**src/rtl/addr_latch_pkg.sv**
```systemverilog
package addr_latch_pkg;

  // Mode code is {clearReq, holdReq}
  typedef enum logic [1:0] {
    MODE_STORE = 2'b00,
    MODE_HOLD  = 2'b01,
    MODE_DEMUX = 2'b10,
    MODE_CLEAR = 2'b11
  } latchMode_e;

  // Strobes from control to datapath; all zero means hold
  typedef struct packed {
    logic storeOne;
    logic demuxOne;
    logic clearAll;
  } latchStrobe_t;

endpackage

```
**src/rtl/addr_latch_ctrl.sv**
```systemverilog
module addr_latch_ctrl
  import addr_latch_pkg::*;
(
  input  logic         clk,
  input  logic         rstN,
  input  logic         holdReq,
  input  logic         clearReq,
  output latchStrobe_t strobe
);

  latchMode_e mode;

  always_comb begin
    mode = latchMode_e'({clearReq, holdReq});
    strobe = '0;
    unique case (mode)
      MODE_STORE: strobe.storeOne = 1'b1;
      MODE_DEMUX: strobe.demuxOne = 1'b1;
      MODE_CLEAR: strobe.clearAll = 1'b1;
      default:    strobe = '0;
    endcase
  end

  // inhibit without clear must raise no strobe
  assert_hold_quiet_R3: assert property (@(posedge clk) disable iff (!rstN)
    (holdReq && !clearReq) |-> (strobe == '0));

endmodule

```
**src/rtl/addr_latch_dp.sv**
```systemverilog
module addr_latch_dp
  import addr_latch_pkg::*;
#(
  parameter int WIDTH  = 8,
  parameter int ADDR_W = $clog2(WIDTH)
) (
  input  logic              clk,
  input  logic              rstN,
  input  logic              dataIn,
  input  logic [ADDR_W-1:0] addrSel,
  input  latchStrobe_t      strobe,
  output logic [WIDTH-1:0]  bits
);

  logic [WIDTH-1:0] nextBits;

  for (genvar i = 0; i < WIDTH; i++) begin : gBit
    logic hit;
    assign hit = (addrSel == ADDR_W'(i));
    always_comb begin
      if (strobe.clearAll)      nextBits[i] = 1'b0;
      else if (strobe.demuxOne) nextBits[i] = hit & dataIn;
      else if (strobe.storeOne) nextBits[i] = hit ? dataIn : bits[i];
      else                      nextBits[i] = bits[i];
    end
  end

  always_ff @(posedge clk or negedge rstN) begin
    if (!rstN) bits <= '0;
    else       bits <= nextBits;
  end

  assert_clear_all_R4: assert property (@(posedge clk) disable iff (!rstN)
    strobe.clearAll |=> (bits == '0));

  assert_demux_onehot_R5: assert property (@(posedge clk) disable iff (!rstN)
    strobe.demuxOne |=> $onehot0(bits));

  assert_demux_follow_R5: assert property (@(posedge clk) disable iff (!rstN)
    strobe.demuxOne |=> (bits[$past(addrSel)] == $past(dataIn)));

  assert_store_single_R7: assert property (@(posedge clk) disable iff (!rstN)
    strobe.storeOne |=> ($countones(bits ^ $past(bits)) <= 1));

  assert_hold_stable_R6: assert property (@(posedge clk) disable iff (!rstN)
    (strobe == '0) |=> $stable(bits));

endmodule

```
**src/rtl/addr_bit_latch.sv**
```systemverilog
module addr_bit_latch
  import addr_latch_pkg::*;
#(
  parameter int WIDTH  = 8,
  parameter int ADDR_W = $clog2(WIDTH)
) (
  input  logic              clk,
  input  logic              rstN,
  input  logic              dataIn,
  input  logic [ADDR_W-1:0] addrSel,
  input  logic              holdReq,
  input  logic              clearReq,
  output logic [WIDTH-1:0]  latchOut
);

  latchStrobe_t strobe;

  addr_latch_ctrl uCtrl (
    .clk      (clk),
    .rstN     (rstN),
    .holdReq  (holdReq),
    .clearReq (clearReq),
    .strobe   (strobe)
  );

  addr_latch_dp #(.WIDTH(WIDTH), .ADDR_W(ADDR_W)) uDp (
    .clk     (clk),
    .rstN    (rstN),
    .dataIn  (dataIn),
    .addrSel (addrSel),
    .strobe  (strobe),
    .bits    (latchOut)
  );

endmodule

```
**config.mk**
```make
export PLATFORM = sky130hd
export DESIGN_NAME = addr_bit_latch
export DESIGN_NICKNAME = d
export VERILOG_FILES = /design/src/rtl/addr_latch_pkg.sv /design/src/rtl/addr_latch_ctrl.sv /design/src/rtl/addr_latch_dp.sv /design/src/rtl/addr_bit_latch.sv
export SDC_FILE = /design/constraint.sdc
export NUM_CORES = 1
export LEC_CHECK = 0
export ABC_AREA = 0
export CORE_AREA = 2 2 39 41
export CTS_CLUSTER_SIZE = 10
export DETAILED_ROUTE_END_ITERATION = 12
export DIE_AREA = 0 0 41 43
export DONT_BUFFER_PORTS = 1
export PLACE_DENSITY = 0.57
export SLEW_MARGIN = 0
export SYNTH_ARGS = -nofsm -noshare
export SYNTH_HDL_FRONTEND = slang
export SYNTH_SLANG_ARGS = --single-unit
```
**constraint.sdc**
```tcl
create_clock -name clk -period 0.9 [get_ports clk]
set_input_delay 0.045 -clock clk [delete_from_list [all_inputs] [get_ports clk]]
set_output_delay 0.045 -clock clk [all_outputs]
set_load 0.05 [all_outputs]
```
==> results of run 1 <==
## logic make-up (layout without fill, tap and decap cells)
family,count (synthesis),in the layout
buffers and inverters,0,13
DFF,8,8
muxes,8,8
and+or+nand+nor,16,16
## metrics by stage
step           hold slack, ps  setup WS [ps]  TNS, ps
5_1_grt                  29.4          -29.6     -170
2_1_floorplan            -251           -133    -1000
3_5_place_dp             -250           3.53        0
3_3_place_gp             -250           20.7        0
6_report                 35.1           2.90        0
4_1_cts                  35.7          -2.47    -2.47
## what timing repair did
action / in CTS / in global routing
gates resized for setup: 3 / 8
setup endpoints to repair: 3 / 13
hold buffers: 2 / 0
endpoints found under the hold margin: 16 / 0
buffers inserted: 0 / 0
pin swaps: 0 / 0
## worst register-to-register path, cell delays in order, from the launching register on
cell     delay [ps]
dfrtp_2         400
nor2b_1         120
mux2_2          260
## routing by layer
metal	track usage	up-vias	part of all wire
met3	0.0419	2	0.078
met1	0.107	160	0.38
met2	0.194	12	0.53
li1	-	150	-
met4	0.0800	0	0.013
met5	0	-	0
## placed cells by master (no fill, tap or decap)
cell type	count
and4bb_1	1
and4bb_2	2
buf_4	4
buf_6	4
clkbuf_4	3
dfrtp_2	8
dlygate4sd3_1	2
mux2_2	4
mux2_4	4
nand4b_1	1
nor2b_1	4
nor2b_4	4
nor4_1	1
nor4b_1	3
## area by class of cell
type	count	area [um^2]	share of cell area
repair buffers	10	95.1	0.155
multi-input cells	24	264	0.431
clock buffers	3	22.5	0.0368
well taps	16	20.0	0.0327
flip-flops and latches	8	210	0.344
## how the worst min path moves through the flow
| stage | endpoint | cells after the start | startpoint | slack [ps] |
|---|---|---|---|---|
| 5_1_grt | uDp.bits[7]$_DFFE_PN0P_ | 2 | clearReq | 30 |
| 6_report | uDp.bits[6]$_DFFE_PN0P_ | 2 | clearReq | 40 |
| 4_1_cts | uDp.bits[6]$_DFFE_PN0P_ | 2 | clearReq | 40 |
| 3_3_place_gp | uDp.bits[7]$_DFFE_PN0P_ | 0 | rstN | -250 |
| 3_5_place_dp | uDp.bits[3]$_DFFE_PN0P_ | 0 | rstN | -250 |
| 2_1_floorplan | uDp.bits[0]$_DFFE_PN0P_ | 0 | rstN | -250 |
## power groups by stage
stage	combinational, mW	clock [mW]	sequential (mW)
floorplan	0.0378	0	0.432
global placement	0.106	0	0.386
detailed placement	0.108	0	0.387
CTS	0.128	0.291	0.380
global route	0.141	0.311	0.383
finish	0.133	0.278	0.382
==> metrics, run 1 <==
max reg flops 8; Worst path max stage delay around 400 ps; worst hold path type input pin to flip-flop; Synth Cell Area around 430 um^2; top post-synthesis cells by area dfrtp_1 47%, mux2_2 13%, nor2b_1 12%; core area roughly 1400 um^2; Fin. Hold Viols 0; post-synthesis compound-gate area fraction 0; combinational cell fraction of total power 0.168; status complete, no violations; Worst R2R End uDp.bits[1]$_DFFE_PN0P_; DRT iter0 DRCs 1; Post-Layout Cell Count 61; FF+latch count, synth 8; detailed-route via count 324; synthesis-to-finish area growth 43.4%; Crit path max-delay family flip-flops; Crit path depth 2; # H-tree levels 1; Starting Density 0.308; CP startpoint kind flip-flop; CTS max path bufs 2; fmax 1110 MHz; Largest regs uDp.bits: 8 flops; ANT cells 0; Sw Share 0.256; Reg2Reg Setup Slack 3 ps; multiplexer share of the synthesized area 0.229; RePlAce Congestion roughly 0.65; Mapped Nets 40; final instance area 612 um^2; Synth Area in XOR/XNOR 0; max cap viols 0; count of input and output buffers 0; per-cell routed wire length around 14 um; ANT nets after route 0; Slowest cell on crit path dfrtp_2; CP endpoint uDp.bits[1]$_DFFE_PN0P_; crit-path cells nor2b_1 -> mux2_2; CP Max Fanout 2; Die Wd 41 um; Placed Cells 56; clock root buffer clkbuf_4; Row Count 14; Synth Area in Adders 0; clk_skew 0 ps; total power draw roughly 0.79 mW; RSZ-0062 raised after global routing true; Top reg by flops uDp.bits; sequential share of the synthesized area 0.469; Top Ports 16; first-pass GRT wire length 1300 um; die height between 40 and 50 um; total CTS buffers 3; Final period util 0.997; Relative slew margins 0.753; nets 55; power share of the clock group 0.351; Synth Instances 32; # DRC 0; FF-to-FF path depth 2; Post-synth top flop dfrtp_1; minimum clock period roughly 900 ps; share of the synthesized area in the top cell type 0.469; Yosys warnings 0; clk slew on worst S/H paths 60 ps; vias in the first global route 326; initial antenna violation count 0; largest family of logic cells by synthesized area simple AND/OR/NAND/NOR gates; worst-margin pin slew ~370 ps; CP required 1030 ps; number of flops mapped to enable cells by yosys 0; number of fill cells 131; first-pass iteration count of the detailed router 2; Commonest cells post-synth 8 x dfrtp_1, 8 x nor2b_1, 5 x mux2_2, 3 x nor4b_1; GR Util All Layers 0.116; Seq pwr share 0.481; worst setup path start uDp.bits[1]$_DFFE_PN0P_; largest net degree at the start of global routing 9; fin util 0.442; Clock Sinks 8; fraction of registers with async set/reset 1.00; CTS tree done; simple-gate area share of the yosys netlist 0.302; Avg Synthesized Cell Area around 13 um^2; Crit Reg-Reg Startpoint uDp.bits[1]$_DFFE_PN0P_; P_int between 0.5 and 0.6 mW; Die Area 1760 um^2; Critical Path AT between 1000 and 1500 ps; crit end category flip-flop; Final setup viols 0; Leak about 0.25 nW; Setup CP Type flip-flop to flip-flop; global route overflow 0; Area after DPL ~520 um^2; Power Density approximately 1300 nW/um^2; Vias/cell ~5.3; Synth area leader dfrtp_1; Worst-Skew Late Latency between 200 and 300 ps; Psw 0.203 mW; peak supply drop between 0.5 and 0.6 mV; WP buf/inv 0; Slew Viols, Final 0; final wirelength approximately 880 um; share of cells above drive strength 1 0.733; Distinct cells, synth 10
No activity file was read; power rests on OpenSTA's default activity.
==> inputs of run 2 (changes only) <==
Settings changed: PLACE_DENSITY 0.57 to 0.58.
Clock period 0.9 ns to 0.8 ns, I/O delays scaled along.
==> run 2 against run 1 <==
Compared with the run above:
- first-iteration DRC count unchanged
- combinational power increased by 29%
- sequential share of layout area decreased by 3.4 points
- clock-buffer cell count unchanged
- the run now ends with negative setup slack left
- worst hold slack got worse by 8.5 ps
- clock power increased by 10%
- setup slack got worse by 160 ps
- non-clock buffer count increased by 2
- die area unchanged
- highest routed layer is now met3
- largest cell class unchanged
- critical path type is now flip-flop to output port
- global-route usage increased by 0.46 points
- flip-flop and latch count unchanged
==> metrics, run 2 (synthesis results as in run 1) <==
status finished, violations left; failing checks negative setup slack; core area 1380 um^2 (unchanged); GR Util All Layers 0.121 (+0.00464); CP startpoint kind flip-flop; worst-margin pin slew 424 ps (+54.6 ps); CTS tree done; ANT cells 0 (unchanged); Slew Viols, Final 0 (unchanged); grt met1 use 0.139 (+0.0316); fmax 1050 MHz; hpwl dp around 660 um; peak supply drop 0.700 mV (+28%); Starting Density 0.308 (unchanged); Global Route met3 Usage 0.0471 (+0.00524); detailed-route via count 309 (-4.6%); Reg2Reg Setup Slack -110 ps (-110 ps); Largest regs uDp.bits: 8 flops; Post-Layout Cell Count 63 (+3.3%); Crit path depth 2 (unchanged); nets 57 (+3.6%); Fin. Hold Viols 0 (unchanged); minimum clock period roughly 950 ps; Die Wd 41 um (unchanged); max reg flops 8 (unchanged); crit end category output port; # DRC 0 (unchanged); Die Area 1760 um^2 (unchanged); total power draw 0.911 mW (+15%); Power Density 1340 nW/um^2 (+3.4%); grt peak-use layer met2; RSZ-0062 raised after global routing true; final wirelength 896 um (+2.3%); initial antenna violation count 0 (unchanged); CP endpoint latchOut[4]; Final period util 1.19; synthesis-to-finish area growth 59.2%; CP Max Fanout 2 (unchanged); Top reg by flops uDp.bits; worst setup margin -153 ps (-156 ps); vias in the first global route 322 (-1.2%); clk slew on worst S/H paths 60 ps (about the same); share of cells above drive strength 1 0.787 (+0.0539); Area after DPL 539 um^2 (+2.9%); WP buf/inv 2 (+2); max cap viols 0 (unchanged); Placed Cells 58 (+3.6%); DRT iter0 DRCs 1 (unchanged); clock root buffer clkbuf_4; Top Ports 16 (unchanged); Final setup viols 16 (+16); Setup CP Type flip-flop to output port; clk_skew 0 ps (unchanged); # H-tree levels 1 (unchanged); Worst R2R End uDp.bits[4]$_DFFE_PN0P_; worst setup path start uDp.bits[4]$_DFFE_PN0P_; RePlAce Congestion 0.718 (+11%); Leak 0.276 nW (+8.4%); global route overflow 0 (unchanged); crit-path cells buf_6 -> buf_8; CTS max path bufs 2 (unchanged); die height 43 um (unchanged); Row Count 14 (unchanged); Relative slew margins 0.714 (-0.0396); FF-to-FF path depth 2 (unchanged); final instance area 679 um^2 (+11%); Slowest cell on crit path dfrtp_2; CP required 760 ps (-270 ps); ANT nets after route 0 (unchanged); Vias/cell 4.90 (-7.7%); Crit path max-delay family flip-flops; first-pass GRT wire length 1370 um (+4.8%); count of input and output buffers 0 (unchanged); most frequent cells in the layout 8 x buf_6, 8 x dfrtp_2, 6 x mux2_4, 6 x nor2b_4; total CTS buffers 3 (unchanged); Critical Path AT 910 ps (-120 ps); Worst-Skew Late Latency 250 ps (about the same); met2 Track Usage GR 0.184 (-0.00937); Worst path max stage delay 410 ps (about the same); first-pass iteration count of the detailed router 2 (unchanged); Post CTS Setup Buffer Count 0 (unchanged); per-cell routed wire length 14.2 um (-0.96%); worst hold path type input pin to flip-flop; Clock Sinks 8 (unchanged); largest net degree at the start of global routing 9 (unchanged); Crit Reg-Reg Startpoint uDp.bits[4]$_DFFE_PN0P_
==> run 2: worst min path at each step <==
| stage | from | to | slack [ps] | cells after the start |
|---|---|---|---|---|
| 2_1_floorplan | rstN | uDp.bits[0]$_DFFE_PN0P_ | -260 | 0 |
| 3_3_place_gp | rstN | uDp.bits[5]$_DFFE_PN0P_ | -260 | 0 |
| 3_5_place_dp | rstN | uDp.bits[5]$_DFFE_PN0P_ | -260 | 0 |
| 4_1_cts | clearReq | uDp.bits[0]$_DFFE_PN0P_ | 40 | 2 |
| 5_1_grt | clearReq | uDp.bits[5]$_DFFE_PN0P_ | 20 | 2 |
| 6_report | clearReq | uDp.bits[5]$_DFFE_PN0P_ | 30 | 2 |
==> run 2: per-stage QoR <==
| stage | hold WS (ps) | TNS (ps) | worst slack (ps) | utilization |
|---|---|---|---|---|
| finish | 26.6 | -1380 | -153 | 0.491 |
| global route | 24.5 | -1790 | -187 | 0.491 |
| CTS | 40.8 | -1490 | -156 | 0.453 |
| detailed placement | -255 | -775 | -124 | 0.390 |
| global placement | -255 | -601 | -85.9 | 0.390 |
| floorplan | -256 | -1800 | -233 | - |
==> run 2: report_power, final <==
group | leakage (nW) | switching, mW | internal [mW]
combinational | 0.165 | 0.0827 | 0.0889
clock | 0.0138 | 0.136 | 0.172
sequential | 0.0971 | 0.0105 | 0.422
total | 0.276 | 0.229 | 0.682
==> run 2: repair_timing <==
action | 4_1_cts | 5_1_grt
endpoints found under the setup margin | 16 | 16
cloned | 0 | 0
hold buffers | 2 | 0
gates resized for setup | 12 | 11
hold endpoints to repair | 16 | 0
==> run 2: per-layer routing <==
layer / wire [um] / part of all wire
met1: 344 / 0.38
met5: 0 / 0
met3: 55 / 0.061
met4: 0 / 0
met2: 496 / 0.55
==> run 2: final cells by class <==
cell class                      count  area (um^2)
Fill cell                         133          704
Multi-Input combinational cell     24          287
Sequential cell                     8          210
Timing Repair Buffer               12          140
Clock buffer                        3         22.5
Tap cell                           16         20.0
